==> config.mk <==
export PLATFORM = sky130hd
export DESIGN_NAME = lcd_link_rx
export DESIGN_NICKNAME = d
export VERILOG_FILES = /design/src/rtl/lcd_link_pkg.sv /design/src/rtl/lcd_link_sync.sv /design/src/rtl/lcd_link_shift.sv /design/src/rtl/lcd_link_latch.sv /design/src/rtl/lcd_link_rx.sv
export SDC_FILE = /design/constraint.sdc
export NUM_CORES = 1
export LEC_CHECK = 0
export BUFFER_PORTS_ARGS = -buffer_cell sky130_fd_sc_hd__buf_2
export CORE_MARGIN = 4
export CORE_UTILIZATION = 53
export CTS_BUF_LIST = sky130_fd_sc_hd__clkbuf_8
export CTS_CLUSTER_DIAMETER = 200
export DETAILED_ROUTE_END_ITERATION = 16
export PLACE_DENSITY = 0.85
export SLEW_MARGIN = 25
export SYNTH_ARGS = -nofsm -noshare
export SYNTH_HDL_FRONTEND = slang
export SYNTH_SLANG_ARGS = --single-unit
==> constraint.sdc <==
create_clock -name clk_i -period 1.54 [get_ports clk_i]
set_input_delay 0.154 -clock clk_i [delete_from_list [all_inputs] [get_ports clk_i]]
set_output_delay 0.154 -clock clk_i [all_outputs]
set_load 0.1 [all_outputs]
==> src/rtl/lcd_link_pkg.sv <==
package lcd_link_pkg;
  localparam int EN_POS = 8;
  localparam int RW_POS = 9;
  localparam int RS_POS = 10;

  typedef struct packed {
    logic       rs;
    logic       rw;
    logic       en;
    logic [7:0] db;
  } lcd_bus_t;
endpackage

==> src/rtl/lcd_link_sync.sv <==
module lcd_link_sync #(
  parameter int          WIDTH   = 3,
  parameter int          STAGES  = 2,
  parameter logic [WIDTH-1:0] RST_VAL = '0
) (
  input  logic             clk_i,
  input  logic             rst_ni,
  input  logic [WIDTH-1:0] async_i,
  output logic [WIDTH-1:0] lvl_o,
  output logic [WIDTH-1:0] rise_o,
  output logic [WIDTH-1:0] fall_o
);
  // STAGES synchroniser flops plus one history flop for edge detection
  localparam int DEPTH = STAGES + 1;

  logic [WIDTH-1:0] stg_q [DEPTH];

  always_ff @(posedge clk_i or negedge rst_ni) begin
    if (!rst_ni) begin
      for (int i = 0; i < DEPTH; i++) stg_q[i] <= RST_VAL;
    end else begin
      stg_q[0] <= async_i;
      for (int i = 1; i < DEPTH; i++) stg_q[i] <= stg_q[i-1];
    end
  end

  assign lvl_o  = stg_q[STAGES-1];
  assign rise_o = stg_q[STAGES-1] & ~stg_q[STAGES];
  assign fall_o = ~stg_q[STAGES-1] & stg_q[STAGES];
endmodule

==> src/rtl/lcd_link_shift.sv <==
module lcd_link_shift #(
  parameter int FRAME_W = 16
) (
  input  logic               clk_i,
  input  logic               rst_ni,
  input  logic               sel_lvl_i,   // synchronised, active low
  input  logic               sck_rise_i,
  input  logic               mosi_i,
  output logic [FRAME_W-1:0] word_o,
  output logic               full_o
);
  localparam int CNT_W = $clog2(FRAME_W + 2);
  localparam logic [CNT_W-1:0] CNT_FULL = CNT_W'(FRAME_W);
  localparam logic [CNT_W-1:0] CNT_OVER = CNT_W'(FRAME_W + 1);

  logic [FRAME_W-1:0] shreg_q;
  logic [CNT_W-1:0]   cnt_q;
  logic               take_bit;

  assign take_bit = sck_rise_i && !sel_lvl_i;

  always_ff @(posedge clk_i or negedge rst_ni) begin
    if (!rst_ni) begin
      shreg_q <= '0;
    end else if (take_bit) begin
      shreg_q <= {shreg_q[FRAME_W-2:0], mosi_i};
    end
  end

  // Saturating count: CNT_OVER marks an overlong frame
  always_ff @(posedge clk_i or negedge rst_ni) begin
    if (!rst_ni) begin
      cnt_q <= '0;
    end else if (sel_lvl_i) begin
      cnt_q <= '0;
    end else if (take_bit && cnt_q != CNT_OVER) begin
      cnt_q <= cnt_q + 1'b1;
    end
  end

  assign word_o = shreg_q;
  assign full_o = (cnt_q == CNT_FULL);


  new_bit_lsb_chk: assert property (@(posedge clk_i) disable iff (!rst_ni)
    take_bit |=> shreg_q[0] == $past(mosi_i));

  idle_cnt_clear_chk: assert property (@(posedge clk_i) disable iff (!rst_ni)
    sel_lvl_i |=> cnt_q == '0);

  cnt_bound_chk: assert property (@(posedge clk_i) disable iff (!rst_ni)
    cnt_q <= CNT_OVER);
endmodule

==> src/rtl/lcd_link_latch.sv <==
module lcd_link_latch
  import lcd_link_pkg::*;
#(
  parameter int FRAME_W = 16
) (
  input  logic               clk_i,
  input  logic               rst_ni,
  input  logic               load_i,
  input  logic [FRAME_W-1:0] word_i,
  output lcd_bus_t           bus_o
);
  lcd_bus_t bus_q;

  always_ff @(posedge clk_i or negedge rst_ni) begin
    if (!rst_ni) begin
      bus_q <= '0;
    end else if (load_i) begin
      bus_q.db <= word_i[7:0];
      bus_q.en <= word_i[EN_POS];
      bus_q.rw <= word_i[RW_POS];
      bus_q.rs <= word_i[RS_POS];
    end
  end

  assign bus_o = bus_q;
endmodule

==> src/rtl/lcd_link_rx.sv <==
module lcd_link_rx
  import lcd_link_pkg::*;
#(
  parameter int FRAME_W     = 16,
  parameter int SYNC_STAGES = 2
) (
  input  logic       clk_i,
  input  logic       rst_ni,
  input  logic       sck_i,
  input  logic       sel_ni,
  input  logic       mosi_i,
  output logic [7:0] db_o,
  output logic       rs_o,
  output logic       rw_o,
  output logic       en_o
);
  // bit order in the synchroniser: {mosi, sel, sck}; sel idles high
  localparam int SYNC_W = 3;
  localparam logic [SYNC_W-1:0] SYNC_RST = 3'b010;

  logic [SYNC_W-1:0] lvl, rise, fall;
  logic [FRAME_W-1:0] word;
  logic               full;
  logic               sel_rise;
  logic               load;
  lcd_bus_t           bus;

  lcd_link_sync #(
    .WIDTH  (SYNC_W),
    .STAGES (SYNC_STAGES),
    .RST_VAL(SYNC_RST)
  ) u_sync (
    .clk_i  (clk_i),
    .rst_ni (rst_ni),
    .async_i({mosi_i, sel_ni, sck_i}),
    .lvl_o  (lvl),
    .rise_o (rise),
    .fall_o (fall)
  );

  lcd_link_shift #(.FRAME_W(FRAME_W)) u_shift (
    .clk_i     (clk_i),
    .rst_ni    (rst_ni),
    .sel_lvl_i (lvl[1]),
    .sck_rise_i(rise[0]),
    .mosi_i    (lvl[2]),
    .word_o    (word),
    .full_o    (full)
  );

  assign sel_rise = rise[1];
  assign load     = sel_rise && full;

  lcd_link_latch #(.FRAME_W(FRAME_W)) u_latch (
    .clk_i (clk_i),
    .rst_ni(rst_ni),
    .load_i(load),
    .word_i(word),
    .bus_o (bus)
  );

  assign db_o = bus.db;
  assign rs_o = bus.rs;
  assign rw_o = bus.rw;
  assign en_o = bus.en;


  hold_without_sel_rise_chk: assert property (@(posedge clk_i) disable iff (!rst_ni)
    !sel_rise |=> $stable({rs_o, rw_o, en_o, db_o}));

  bad_len_drop_chk: assert property (@(posedge clk_i) disable iff (!rst_ni)
    (sel_rise && !full) |=> $stable({rs_o, rw_o, en_o, db_o}));

  ctrl_map_chk: assert property (@(posedge clk_i) disable iff (!rst_ni)
    (sel_rise && full) |=> (en_o == $past(word[EN_POS])) && (rs_o == $past(word[RS_POS]))
                           && (rw_o == $past(word[RW_POS])));

  reset_zero_chk: assert property (@(posedge clk_i)
    !rst_ni |-> {rs_o, rw_o, en_o, db_o} == '0);

  logic unused_fall;
  assign unused_fall = ^fall;
endmodule

Yosys cells after proc, flatten, opt, wreduce, memory -nomap -nowiden
Index checks and enable logic that the tools add are counted.
{ "op_classes": {"add_sub_neg": 1, "n_eq_ne": 2, "n_mux": 2, "n_bitwise": 2, "reduce_logical": 5} }
{ "op_table": {"columns": ["operator", "n"], "rows": [
  ["2-to-1 mux 5 bit", 2],
  ["adder 5 x 1 -> 5 bit (second input constant)", 1],
  ["== test 5 bit (second input constant)", 1],
  ["inequality test 5 bit (second input constant)", 1],
  ["logical AND 1 bit", 3],
  ["AND 2 bit", 1],
  ["inverter 2 bit", 1],
  ["nonzero test 2 bit", 1],
  ["zero test 1 bit", 1]
]} }
{ "word_totals": {"regBits": 35, "inputBits": 5, "output_inout_bits": 11, "elab_cells": 21} }

Longest topological paths before layout
Gate-level depths: netlist of the first run.
{ "depth": {"word_depth": 6, "ltp_mapped": 6, "mapped_depth_nobuf": 5} }

Cells and area by module
From an unflattened synthesis of the first run, not the netlist that was laid out.
{ "hier_totals": {"cells_unflattened": 108, "area_unflattened_um2": 1731.7} }
{ "modules_own_cells": {"columns": ["module", "instances", "cells_per_inst", "area_per_inst_um2", "seq_area_each_um2"], "rows": [
  ["lcd_link_shift", 1, 66, 973.4, 525.5],
  ["lcd_link_latch", 1, 23, 447.9, 275.3],
  ["lcd_link_sync", 1, 18, 304.0, 229.0],
  ["lcd_link_rx", 1, 1, 6.3, 0.0]
]} }

Worst setup path before layout of the first run
OpenSTA, ideal clock, no wires.
{ "synth_path": {"kind": "reg2reg", "from": "register u_sync.stg_q, in the netlist u_sync.lvl_o[1]", "to": "register u_latch.bus_q, in the netlist u_latch.bus_o[10]", "setup_ns": 0.125, "arrival_time_ns": 1.542, "required_time_ns": 1.415, "path_slack_ns": -0.127, "stages_incl_launch_ff": 6, "path_buffers": 2, "synth_period_minus_slack_ns": 1.667, "cell_sequence": "dfstp_2 buf_6 nand3b_1 nor4b_2 buf_4 mux2_2"} }
{ "synth_between": {"elab_chain_len": 2} }
{ "synth_lines": {"columns": ["item", "line", "text"], "rows": [
  ["from (decl)", "lcd_link_sync.sv:16", "logic [WIDTH-1:0] stg_q [DEPTH];"],
  ["AND 2 bit", "lcd_link_sync.sv:28", "assign rise_o = stg_q[STAGES-1] & ~stg_q[STAGES];"],
  ["logical AND 1 bit", "lcd_link_rx.sv:52", "assign load = sel_rise && full;"],
  ["to (decl)", "lcd_link_latch.sv:12", "lcd_bus_t bus_q;"]
]} }
No other way between the ends.
A chain may end at the register's enable or synchronous reset.

Worst setup path after layout of the first run
{ "layout_path": {"from": "register u_shift.cnt_q[1]", "to": "register u_latch.bus_q, in the netlist u_latch.bus_o[0]"} }
{ "layout_between": {"elab_chain_len": 2} }
{ "layout_lines": {"columns": ["item", "line", "text"], "rows": [
  ["from (decl)", "lcd_link_shift.sv:17", "logic [CNT_W-1:0] cnt_q;"],
  ["from (signal assigned)", "lcd_link_shift.sv:37", "cnt_q <= cnt_q + 1'b1;"],
  ["== test 5 bit", "lcd_link_shift.sv:42", "assign full_o = (cnt_q == CNT_FULL);"],
  ["logical AND 1 bit", "lcd_link_rx.sv:52", null]
]} }
No other way between the ends.

==> run_results.csv, run 1 <==
group,metric,value,unit
pwr,max-vdd-ir-drop,1.11,mV
layout,fin_nets,127,
synthesis,synthTopCellsByCount,"dfrtp_1 (32), mux2_2 (23), a21oi_1 (4), or3_1 (4)",
worst_setup_path,cp-start-kind,"register",
worst_setup_path,end_kind,"register",
grt,grtUsageMet3,6.58,%
clocking,clockBufferDepth,2,
floorplan,rows,18,
layout,area_delta_synth_final,24.0,%
pwr,p_comb_share,8.2,%
routing,wirelength,2160,um
pwr,p_sw,0.450,mW
routing,drt_iter0_markers,15,
pwr,p_int,1.67,mW
grt,antenna_found_initial,0,
grt,grt.busiest_layer,"met2",
pwr,leakagePower,0.816,nW
worst_setup_path,worst_r2r_startpoint,"u_shift.cnt_q[1]",
floorplan,die_h,58.6,um
clocking,cts_tree,"built",
outcome,status,"complete, but fails checks",
sta,worst_slack,-0.0638,ns
synthesis,ys_seq_area_share,64.9,%
grt,overflow,0,
floorplan,die_area,0.00343,sq mm
clocking,numCtsBuffers,5,
layout,layout.cells.non_filler,150,
routing,ant_nets,0,
pwr,power_density,1260,mW/mm^2
clocking,clk_pin_slew,0.07,ns
synthesis,yosysMostFrequentCell,"dfrtp_1",
layout,final_util,68.5,%
pwr,total_power,2.12,mW
synthesis,yosys-top-cells-area,"dfrtp_1 (59%), mux2_2 (19%), dfstp_2 (5.8%)",
floorplan,io_pins,16,
worst_setup_path,cp.arrival,1.77,ns
routing,remaining_drc_errors,0,
synthesis,synth_top_cell_by_area,"dfrtp_1",
placement,place_congestion,0.747,
synthesis,yosysWarnings,0,
flow_run,max_cap_violations,0,
synthesis,synth_fp_nets,97,
clocking,root_buffer,"clkbuf_8",
clocking,clock_latency,0.28,ns
placement,port_buffers,15,
worst_setup_path,ff2ff_setup_slack,-0.06,ns
sta,tns,-0.638,ns
floorplan,die_w,58.6,um
placement,placed_cells,138,
sta,tightest_slew,0.486,ns
worst_setup_path,cp_slowest_cell,"dfrtp_1",
layout,fillers,169,
sta,rsz0062_at_grt,"yes",
worst_setup_path,required,1.71,ns
worst_setup_path,criticalPathCategory,"reg2reg",
sta,layout_min_cycle_time,1.60,ns
outcome,violations,"setup timing",
pwr,clockPowerShare,39.3,%
sta,slew_violations,0,
synthesis,synth-async-reset-ratio,100,%
grt,use_met1,19.9,%
floorplan,start_util,55.2,%
clocking,htree_levels,2,
pwr,switching_share,21.2,%
layout,antenna_cells,0,
synthesis,synth_seq_cells,35,
routing,dr.pass1.iters,4,
worst_setup_path,path_cells,"inv_2, ha_1, nand3b_1, nor4b_2, buf_4, mux2_2",
grt,grt_pass1_vias,822,
hold_path,hp-class,"in2async",
sta,fmax,624,MHz
sta,hold_viol,0,
worst_setup_path,crit_fanout,11,
grt,use_met2,22.8,%
synthesis,syn_area,0.00136,sq mm
routing,viasPerCell,5.29,
grt,grt_pass1_wl,3780,um
synthesis,synth_ff_type,"dfrtp_1",
worst_setup_path,worstRegToRegCells,6,
placement,hpwl,1450,um
grt,grt_use_total,15.1,%
worst_setup_path,regToRegEndpoint,"u_latch.bus_o[0]",
placement,placed_cell_area,0.00151,sq mm
grt,grt_max_degree,19,
clocking,cts_sinks,35,
sta,min_period_over_period,104,%
synthesis,yosysTopAreaCellShare,59.0,%
layout,stdcell_area,0.00168,sq mm
routing,wl_per_cell,14.4,um
sta,max_slew_margin,67.8,%
worst_setup_path,crit_family,"flip-flops",
layout,layout-drive-gt1-share,51.7,%
synthesis,avgSynthCellArea,15.2,sq um
worst_setup_path,cp_num_buf_inv,2,
synthesis,synth.distinct_cells,20,
sta,worst_clock_skew,0.00671,ns
synthesis,synth_cells,89,
synthesis,synth-edff-count,0,
sta,finalSetupViolations,12,
pwr,pwr-share-seq,52.5,%
routing,vias,793,
floorplan,core_area,0.00245,sq mm
worst_setup_path,max_stage_delay,0.39,ns
[through the flow]
step	hold WS, ns	setup WS, ns
2_1_floorplan	-0.142	-0.0903
4_1_cts	0.342	-0.0706
3_5_place_dp	0.108	-0.0820
5_1_grt	0.364	-0.150
6_report	0.334	-0.0638
3_3_place_gp	0.101	-0.0612
[placed cells by master, fill, tap and decap left out, drive strengths merged]
cell         instances
nor3b                1
nand3                2
nand2                1
a21oi                4
inv                  2
nor2                 1
clkbuf               6
o21ai                3
or3                  4
nand2b               2
bufinv               1
dfstp                3
nor4bb               1
mux2                23
dfrtp               32
or3b                 1
clkinv               1
nand3b               2
nor4b                1
buf                 22
ha                   3
dlygate4sd3          4
[how the worst max path moves through the flow]
stage	to	startpoint	depth (start not counted)	slack [ns]
CTS	u_latch.bus_o[5]	u_shift.cnt_q[1]	6	-0.07
finish	u_latch.bus_o[0]	u_shift.cnt_q[1]	6	-0.06
global route	u_latch.bus_o[1]	u_shift.cnt_q[1]	6	-0.15
global placement	u_shift.cnt_q[1]	u_shift.cnt_q[0]	5	-0.06
detailed placement	u_latch.bus_o[2]	u_shift.cnt_q[1]	6	-0.08
floorplan	u_latch.bus_o[10]	u_sync.lvl_o[1]	5	-0.09
[per-layer routing]
metal / wire, um / share of wire, % / up-vias
li1: - / - / 371
met1: 952 / 44 / 396
met2: 1060 / 49 / 24
met3: 126 / 5.8 / 2
met4: 21 / 0.97 / 0
met5: 0 / 0 / -
[power by group through the flow]
stage	clock [mW]	sequential [mW]	combinational, mW
4_1_cts	0.852	1.11	0.175
5_1_grt	0.901	1.12	0.195
2_1_floorplan	0	1.10	0.115
3_5_place_dp	0	1.13	0.165
6_report	0.832	1.11	0.173
3_3_place_gp	0	1.12	0.158
[sequential cells by signal, indices dropped and copies added (netlist names)]
signal / flops
u_shift.word_o: 11
u_latch.bus_o: 11
u_sync.lvl_o: 3
u_sync.stg_q: 5
u_shift.cnt_q: 5
[final cells by class]
type | count | area (sq um) | area share (%)
clock buffer | 6 | 82.6 | 4.91
clock inverter | 2 | 35.0 | 2.08
inverter | 2 | 7.51 | 0.446
multi-input combinational | 49 | 459 | 27.3
sequential | 35 | 880 | 52.3
tap | 30 | 37.5 | 2.23
timing repair buffer | 26 | 180 | 10.7
[what timing repair did]
item,CTS,global route
hold buffers,4,0
pin swaps,0,1
endpoints found under the hold margin,20,0
setup endpoints to repair,12,14
setup buffers,0,0
gates resized for setup,2,2
[worst register-to-register path, stage by stage (launching register included)]
cell and delay, ns:
dfrtp_1 0.39, inv_2 0.07, ha_1 0.14, nand3b_1 0.08
nor4b_2 0.21, buf_4 0.24, mux2_2 0.36
[cell families (layout without fill, tap and decap cells)]
family / after synthesis / count (layout) / share of synthesized area, %
fa+ha+maj: 3 / 3 / 2.77
compound gates: 7 / 7 / 2.58
buf+inv: 5 / 36 / 2.31
simple gates: 16 / 16 / 8.39
mux: 23 / 23 / 19.1
flops: 35 / 35 / 64.9
(Power assumes the default switching activity.)
==> run 2, diff against run 1 <==
--- a/config.mk
+++ b/config.mk
@@ -6,8 +6,10 @@
 export NUM_CORES = 1
 export LEC_CHECK = 0
 export BUFFER_PORTS_ARGS = -buffer_cell sky130_fd_sc_hd__buf_2
+export CELL_PAD_IN_SITES_DETAIL_PLACEMENT = 0
+export CELL_PAD_IN_SITES_GLOBAL_PLACEMENT = 1
 export CORE_MARGIN = 4
-export CORE_UTILIZATION = 53
+export CORE_UTILIZATION = 44
 export CTS_BUF_LIST = sky130_fd_sc_hd__clkbuf_8
 export CTS_CLUSTER_DIAMETER = 200
 export DETAILED_ROUTE_END_ITERATION = 16
==> constraint.sdc (replaced) <==
create_clock -name clk_i -period 1.54 [get_ports clk_i]
set_input_delay 0.231 -clock clk_i [delete_from_list [all_inputs] [get_ports clk_i]]
set_output_delay 0.231 -clock clk_i [all_outputs]
set_load 0.1 [all_outputs]
==> run_results.csv, run 2 (same netlist as run 1, synthesis figures left out) <==
group,metric,value,unit
placement,port_buffers,15,
routing,dr.pass1.iters,4,
pwr,p_sw,0.450,mW
sta,fmax,588,MHz
hold_path,whs_endpoint,"u_sync.stg_q[7]",
sta,worst_clock_skew,0.00674,ns
floorplan,die_h,63.5,um
worst_setup_path,worstRegToRegCells,6,
worst_setup_path,ff2ff_setup_slack,-0.16,ns
clocking,numCtsBuffers,5,
pwr,total_power,1.91,mW
clocking,cts_tree,"built",
floorplan,rows,19,
flow_run,max_cap_violations,0,
routing,vias,818,
layout,final_util,60.8,%
sta,rsz0062_at_grt,"yes",
pwr,leakagePower,0.830,nW
worst_setup_path,crit_fanout,7,
routing,wirelength,2450,um
hold_path,holdPathStages,1,
routing,viasPerCell,5.35,
clocking,root_buffer,"clkbuf_8",
routing,ant_nets,0,
pwr,p_comb_share,9.8,%
clocking,clk_pin_slew,0.07,ns
floorplan,io_pins,16,
worst_setup_path,worst_r2r_startpoint,"u_shift.cnt_q[1]",
routing,drt_iter0_markers,20,
hold_path,hp-class,"in2reg",
layout,fin_nets,129,
sta,timing.hold.ws,0.0495,ns
pwr,max-vdd-ir-drop,0.911,mV
layout,layout_common_cells,"dfrtp_1 (32), mux2_2 (16), buf_2 (16)",
placement,placed_cells,140,
hold_path,hold_start,"sel_ni",
sta,tightest_slew,0.489,ns
sta,slew_violations,0,
layout,final_common_cell,"dfrtp_1",
floorplan,core_area,0.00285,sq mm
layout,layout-drive-gt1-share,57.4,%
routing,wl_per_cell,16.0,um
layout,seqCellArea,880,sq um
grt,grt_pass1_wl,4170,um
worst_setup_path,cp-start-kind,"register",
worst_setup_path,end_kind,"register",
grt,grt_use_total,13.6,%
pwr,clockPowerShare,31.6,%
floorplan,die_w,63.5,um
layout,layout.cells.non_filler,153,
clocking,htree_levels,2,
pwr,switching_share,23.6,%
outcome,status,"complete, but fails checks",
layout,multi_input_area,534,sq um
sta,worst_slack,-0.161,ns
layout,area_delta_synth_final,27.9,%
floorplan,start_util,47.5,%
outcome,violations,"setup timing",
layout,stdcell_area,0.00173,sq mm
grt,overflow,0,
placement,placed_cell_area,0.00152,sq mm
clocking,cts_sinks,35,
sta,layout_min_cycle_time,1.70,ns
worst_setup_path,cp.arrival,1.87,ns
worst_setup_path,crit_start,"u_shift.cnt_q[1]",
sta,max_slew_margin,67.6,%
grt,grt_max_degree,20,
sta,min_period_over_period,110,%
placement,dp_worst_setup_slack,-0.210,ns
worst_setup_path,required,1.71,ns
grt,grt_pass1_vias,900,
pwr,power_density,1100,mW/mm^2
placement,place_congestion,0.812,
worst_setup_path,criticalPathCategory,"reg2reg",
sta,finalSetupViolations,13,
layout,antenna_cells,0,
clocking,clock_latency,0.28,ns
floorplan,die_area,0.00403,sq mm
worst_setup_path,regToRegEndpoint,"u_latch.bus_o[4]",
placement,hpwl,1670,um
sta,hold_viol,0,
layout,fillers,229,
pwr,p_int,1.46,mW
routing,remaining_drc_errors,0,
grt,antenna_found_initial,0,
pwr,pwr-share-seq,58.6,%
clocking,clockBufferDepth,2,
sta,tns,-1.64,ns
## run 2: changes by cell type in the layout (fill, tap and decap cells not counted), moves of 2 or more
cell,delta
mux2_2,-7
mux2_4,+7
buf_4,+3
dlygate4sd3_1,-3
ha_1,-2
ha_4,+2
## run 2: what timing repair did
action,in CTS,in global routing
endpoints found under the setup margin,13,12
endpoints found under the hold margin,13,0
setup buffers,0,3
cloned,1,0
gates resized for setup,13,8
pin swaps,0,3
hold buffers,1,0
## run 2: how the worst max path moves through the flow
stage	depth (start not counted)	slack (ns)	end
floorplan	5	-0.09	u_latch.bus_o[10]
global placement	6	-0.19	u_shift.cnt_q[1]
detailed placement	6	-0.21	u_shift.cnt_q[1]
CTS	6	-0.10	u_latch.bus_o[4]
global route	6	-0.19	u_latch.bus_o[4]
finish	6	-0.16	u_latch.bus_o[4]
## run 2: layout make-up
cell class,count,share of cell area [%]
clock buffers,5,3.97
clock inverters,3,0.938
inverters,2,0.433
multi-input cells,49,30.8
flip-flops and latches,35,50.7
well taps,31,2.24
repair buffers,28,10.9
## run 2: critical path, cell delays in order, from the launching register on
cell and delay (ns):
dfrtp_1 0.41, inv_2 0.09, ha_4 0.12, nand3b_1 0.08, nor4b_2 0.31, buf_4 0.24, mux2_2 0.34
## run 2: power groups by stage
| stage | Sequential [mW] | Combinational [mW] | Clock, mW |
|---|---|---|---|
| 2_1_floorplan | 1.10 | 0.115 | 0 |
| 3_3_place_gp | 1.12 | 0.157 | 0 |
| 3_5_place_dp | 1.13 | 0.172 | 0 |
| 4_1_cts | 1.12 | 0.182 | 0.636 |
| 5_1_grt | 1.13 | 0.211 | 0.676 |
| 6_report | 1.12 | 0.187 | 0.603 |
## run 2: metal layers
layer | share of wire, % | wire, um | vias up | GRT usage [%]
li1 | - | - | 372 | -
met1 | 41 | 993 | 422 | 14.3
met2 | 53 | 1300 | 19 | 24.5
met3 | 4.8 | 117 | 5 | 3.73
met4 | 1.6 | 38 | 0 | 7.28
met5 | 0 | 0 | - | 0
==> run 3, diff against run 2 <==
--- a/config.mk
+++ b/config.mk
@@ -6,10 +6,8 @@
 export NUM_CORES = 1
 export LEC_CHECK = 0
 export BUFFER_PORTS_ARGS = -buffer_cell sky130_fd_sc_hd__buf_2
-export CELL_PAD_IN_SITES_DETAIL_PLACEMENT = 0
-export CELL_PAD_IN_SITES_GLOBAL_PLACEMENT = 1
 export CORE_MARGIN = 4
-export CORE_UTILIZATION = 44
+export CORE_UTILIZATION = 53
 export CTS_BUF_LIST = sky130_fd_sc_hd__clkbuf_8
 export CTS_CLUSTER_DIAMETER = 200
 export DETAILED_ROUTE_END_ITERATION = 16
==> run_results.csv, run 3 (same netlist as run 1, synthesis figures left out) <==
group,metric,value,unit
outcome,status,"complete, but fails checks",
outcome,violations,"setup timing",
placement,port_buffers,15,
sta,rsz0062_at_grt,"yes",
worst_setup_path,criticalPathCategory,"reg2reg",
layout,antenna_cells,0,
worst_setup_path,cp.arrival,1.77,ns
sta,hold_viol,0,
routing,ant_nets,0,
layout,fin_nets,124,
sta,layout_min_cycle_time,1.61,ns
worst_setup_path,cp-start-kind,"register",
pwr,max-vdd-ir-drop,1.11,mV
clocking,cts_sinks,35,
routing,wl_per_cell,14.5,um
routing,dr.pass1.iters,4,
hold_path,hp-class,"in2reg",
grt,antenna_found_initial,0,
sta,max_slew_margin,67.8,%
sta,tightest_slew,0.486,ns
worst_setup_path,max_stage_delay,0.39,ns
floorplan,die_w,58.6,um
grt,overflow,0,
placement,place_congestion,0.747,
pwr,power_density,1280,mW/mm^2
floorplan,die_area,0.00343,sq mm
flow_run,max_cap_violations,0,
sta,worst_slack,-0.0661,ns
clocking,clockBufferDepth,2,
clocking,clock_latency,0.28,ns
routing,remaining_drc_errors,0,
worst_setup_path,required,1.71,ns
clocking,clk_pin_slew,0.07,ns
sta,worst_clock_skew,0.00709,ns
sta,min_period_over_period,104,%
layout,final_util,67.3,%
grt,grt_pass1_vias,807,
layout,fillers,175,
grt,grt_pass1_wl,3720,um
routing,drt_iter0_markers,18,
routing,vias,784,
clocking,cts_tree,"built",
worst_setup_path,crit_fanout,11,
floorplan,rows,18,
layout,final_common_cell,"dfrtp_1",
worst_setup_path,crit_start,"u_shift.cnt_q[1]",
layout,layout-drive-gt1-share,53.0,%
worst_setup_path,regToRegEndpoint,"u_latch.bus_o[0]",
worst_setup_path,cp-endpoint,"u_latch.bus_o[0]",
worst_setup_path,worst_r2r_startpoint,"u_shift.cnt_q[1]",
sta,slew_violations,0,
grt,grt_use_total,14.9,%
pwr,total_power,2.11,mW
worst_setup_path,cp_slowest_cell,"dfrtp_1",
placement,hpwl,1450,um
routing,wirelength,2140,um
grt,grt_max_degree,19,
worst_setup_path,path_cells,"inv_2, ha_1, nand3b_1, nor4b_2, buf_4, mux2_2",
layout,area_delta_synth_final,21.8,%
floorplan,start_util,55.2,%
worst_setup_path,worstRegToRegCells,6,
floorplan,die_h,58.6,um
floorplan,core_area,0.00245,sq mm
routing,viasPerCell,5.33,
clocking,htree_levels,2,
sta,finalSetupViolations,12,
clocking,numCtsBuffers,5,
pwr,leakagePower,0.804,nW
clocking,root_buffer,"clkbuf_8",
worst_setup_path,end_kind,"register",
floorplan,io_pins,16,
worst_setup_path,ff2ff_setup_slack,-0.07,ns
sta,fmax,623,MHz
layout,layout_common_cells,"dfrtp_1 (32), mux2_2 (23), buf_2 (15)",
==> run 3: cell types whose count changed in the layout (fill, tap and decap cells not counted), sizes merged <==
cell,change
buf,-5
bufinv,+1
clkbuf,+1
clkinvlp,-1
inv,-1
==> run 3: timing repair <==
action | in CTS | in global routing
gates resized for setup | 2 | 2
setup buffers | 0 | 0
hold buffers | 1 | 0
setup endpoints to repair | 12 | 14
hold endpoints to repair | 17 | 0
pin swaps | 0 | 1
==> run 3: stage by stage <==
stage | setup TNS (ns) | instances | hold slack (ns) | setup slack, ns | area (sq um)
after floorplan | -0.903 | 89 | -0.0646 | -0.0903 | 1360
after global placement | -0.428 | 138 | 0.178 | -0.0612 | 1510
after detailed placement | -0.843 | 138 | 0.185 | -0.0820 | 1510
after CTS | -0.704 | 147 | 0.0356 | -0.0706 | 1640
after global routing | -1.60 | 147 | 0.0305 | -0.150 | 1650
final | -0.663 | 147 | 0.0487 | -0.0661 | 1650
==> run 3: critical path, delay by kind of cell (launching register included) <==
family,cells,cell delay (ns)
DFF,1,0.39
muxes,1,0.36
buffers and inverters,2,0.31
and+or+nand+nor,2,0.29
adders and majority gates,1,0.14
==> run 3: worst min-delay path by stage <==
stage	start	endpoint	slack (ns)	cells past startpoint
final	sel_ni	u_sync.stg_q[7]	0.05	1
after global routing	sel_ni	u_sync.stg_q[7]	0.03	1
after CTS	sel_ni	u_sync.stg_q[7]	0.04	1
after detailed placement	rst_ni	u_latch.bus_o[6]	0.19	1
after global placement	rst_ni	u_latch.bus_o[7]	0.18	1
after floorplan	rst_ni	u_latch.bus_o[0]	-0.06	0
==> run 3: report_power, final <==
part	leakage [nW]	total [mW]	internal (mW)	switching (mW)
Combinational	0.289	0.167	0.105	0.0622
Sequential	0.454	1.11	1.03	0.0771
Clock	0.0612	0.832	0.523	0.309
Total	0.804	2.11	1.66	0.448
==> run 3: final cells by class <==
type                            count  area [sq um]  share of cell area, %
Tap cell                           30          37.5                   2.27
Multi-Input combinational cell     49           459                   27.8
Timing Repair Buffer               23           150                   9.09
Inverter                            2          7.51                  0.455
Clock buffer                        6          82.6                   5.00
Sequential cell                    35           880                   53.3
Clock inverter                      2          35.0                   2.12
==> run 3: metal layers <==
metal  share of wire, %  wire, um  GRT usage (%)  vias up
met1                 44       949           19.7      395
met2                 49      1040           22.2       22
met5                  0         0              0        -
met3                5.9       126           6.58        2
li1                   -         -              -      365
met4               0.98        21           4.53        0
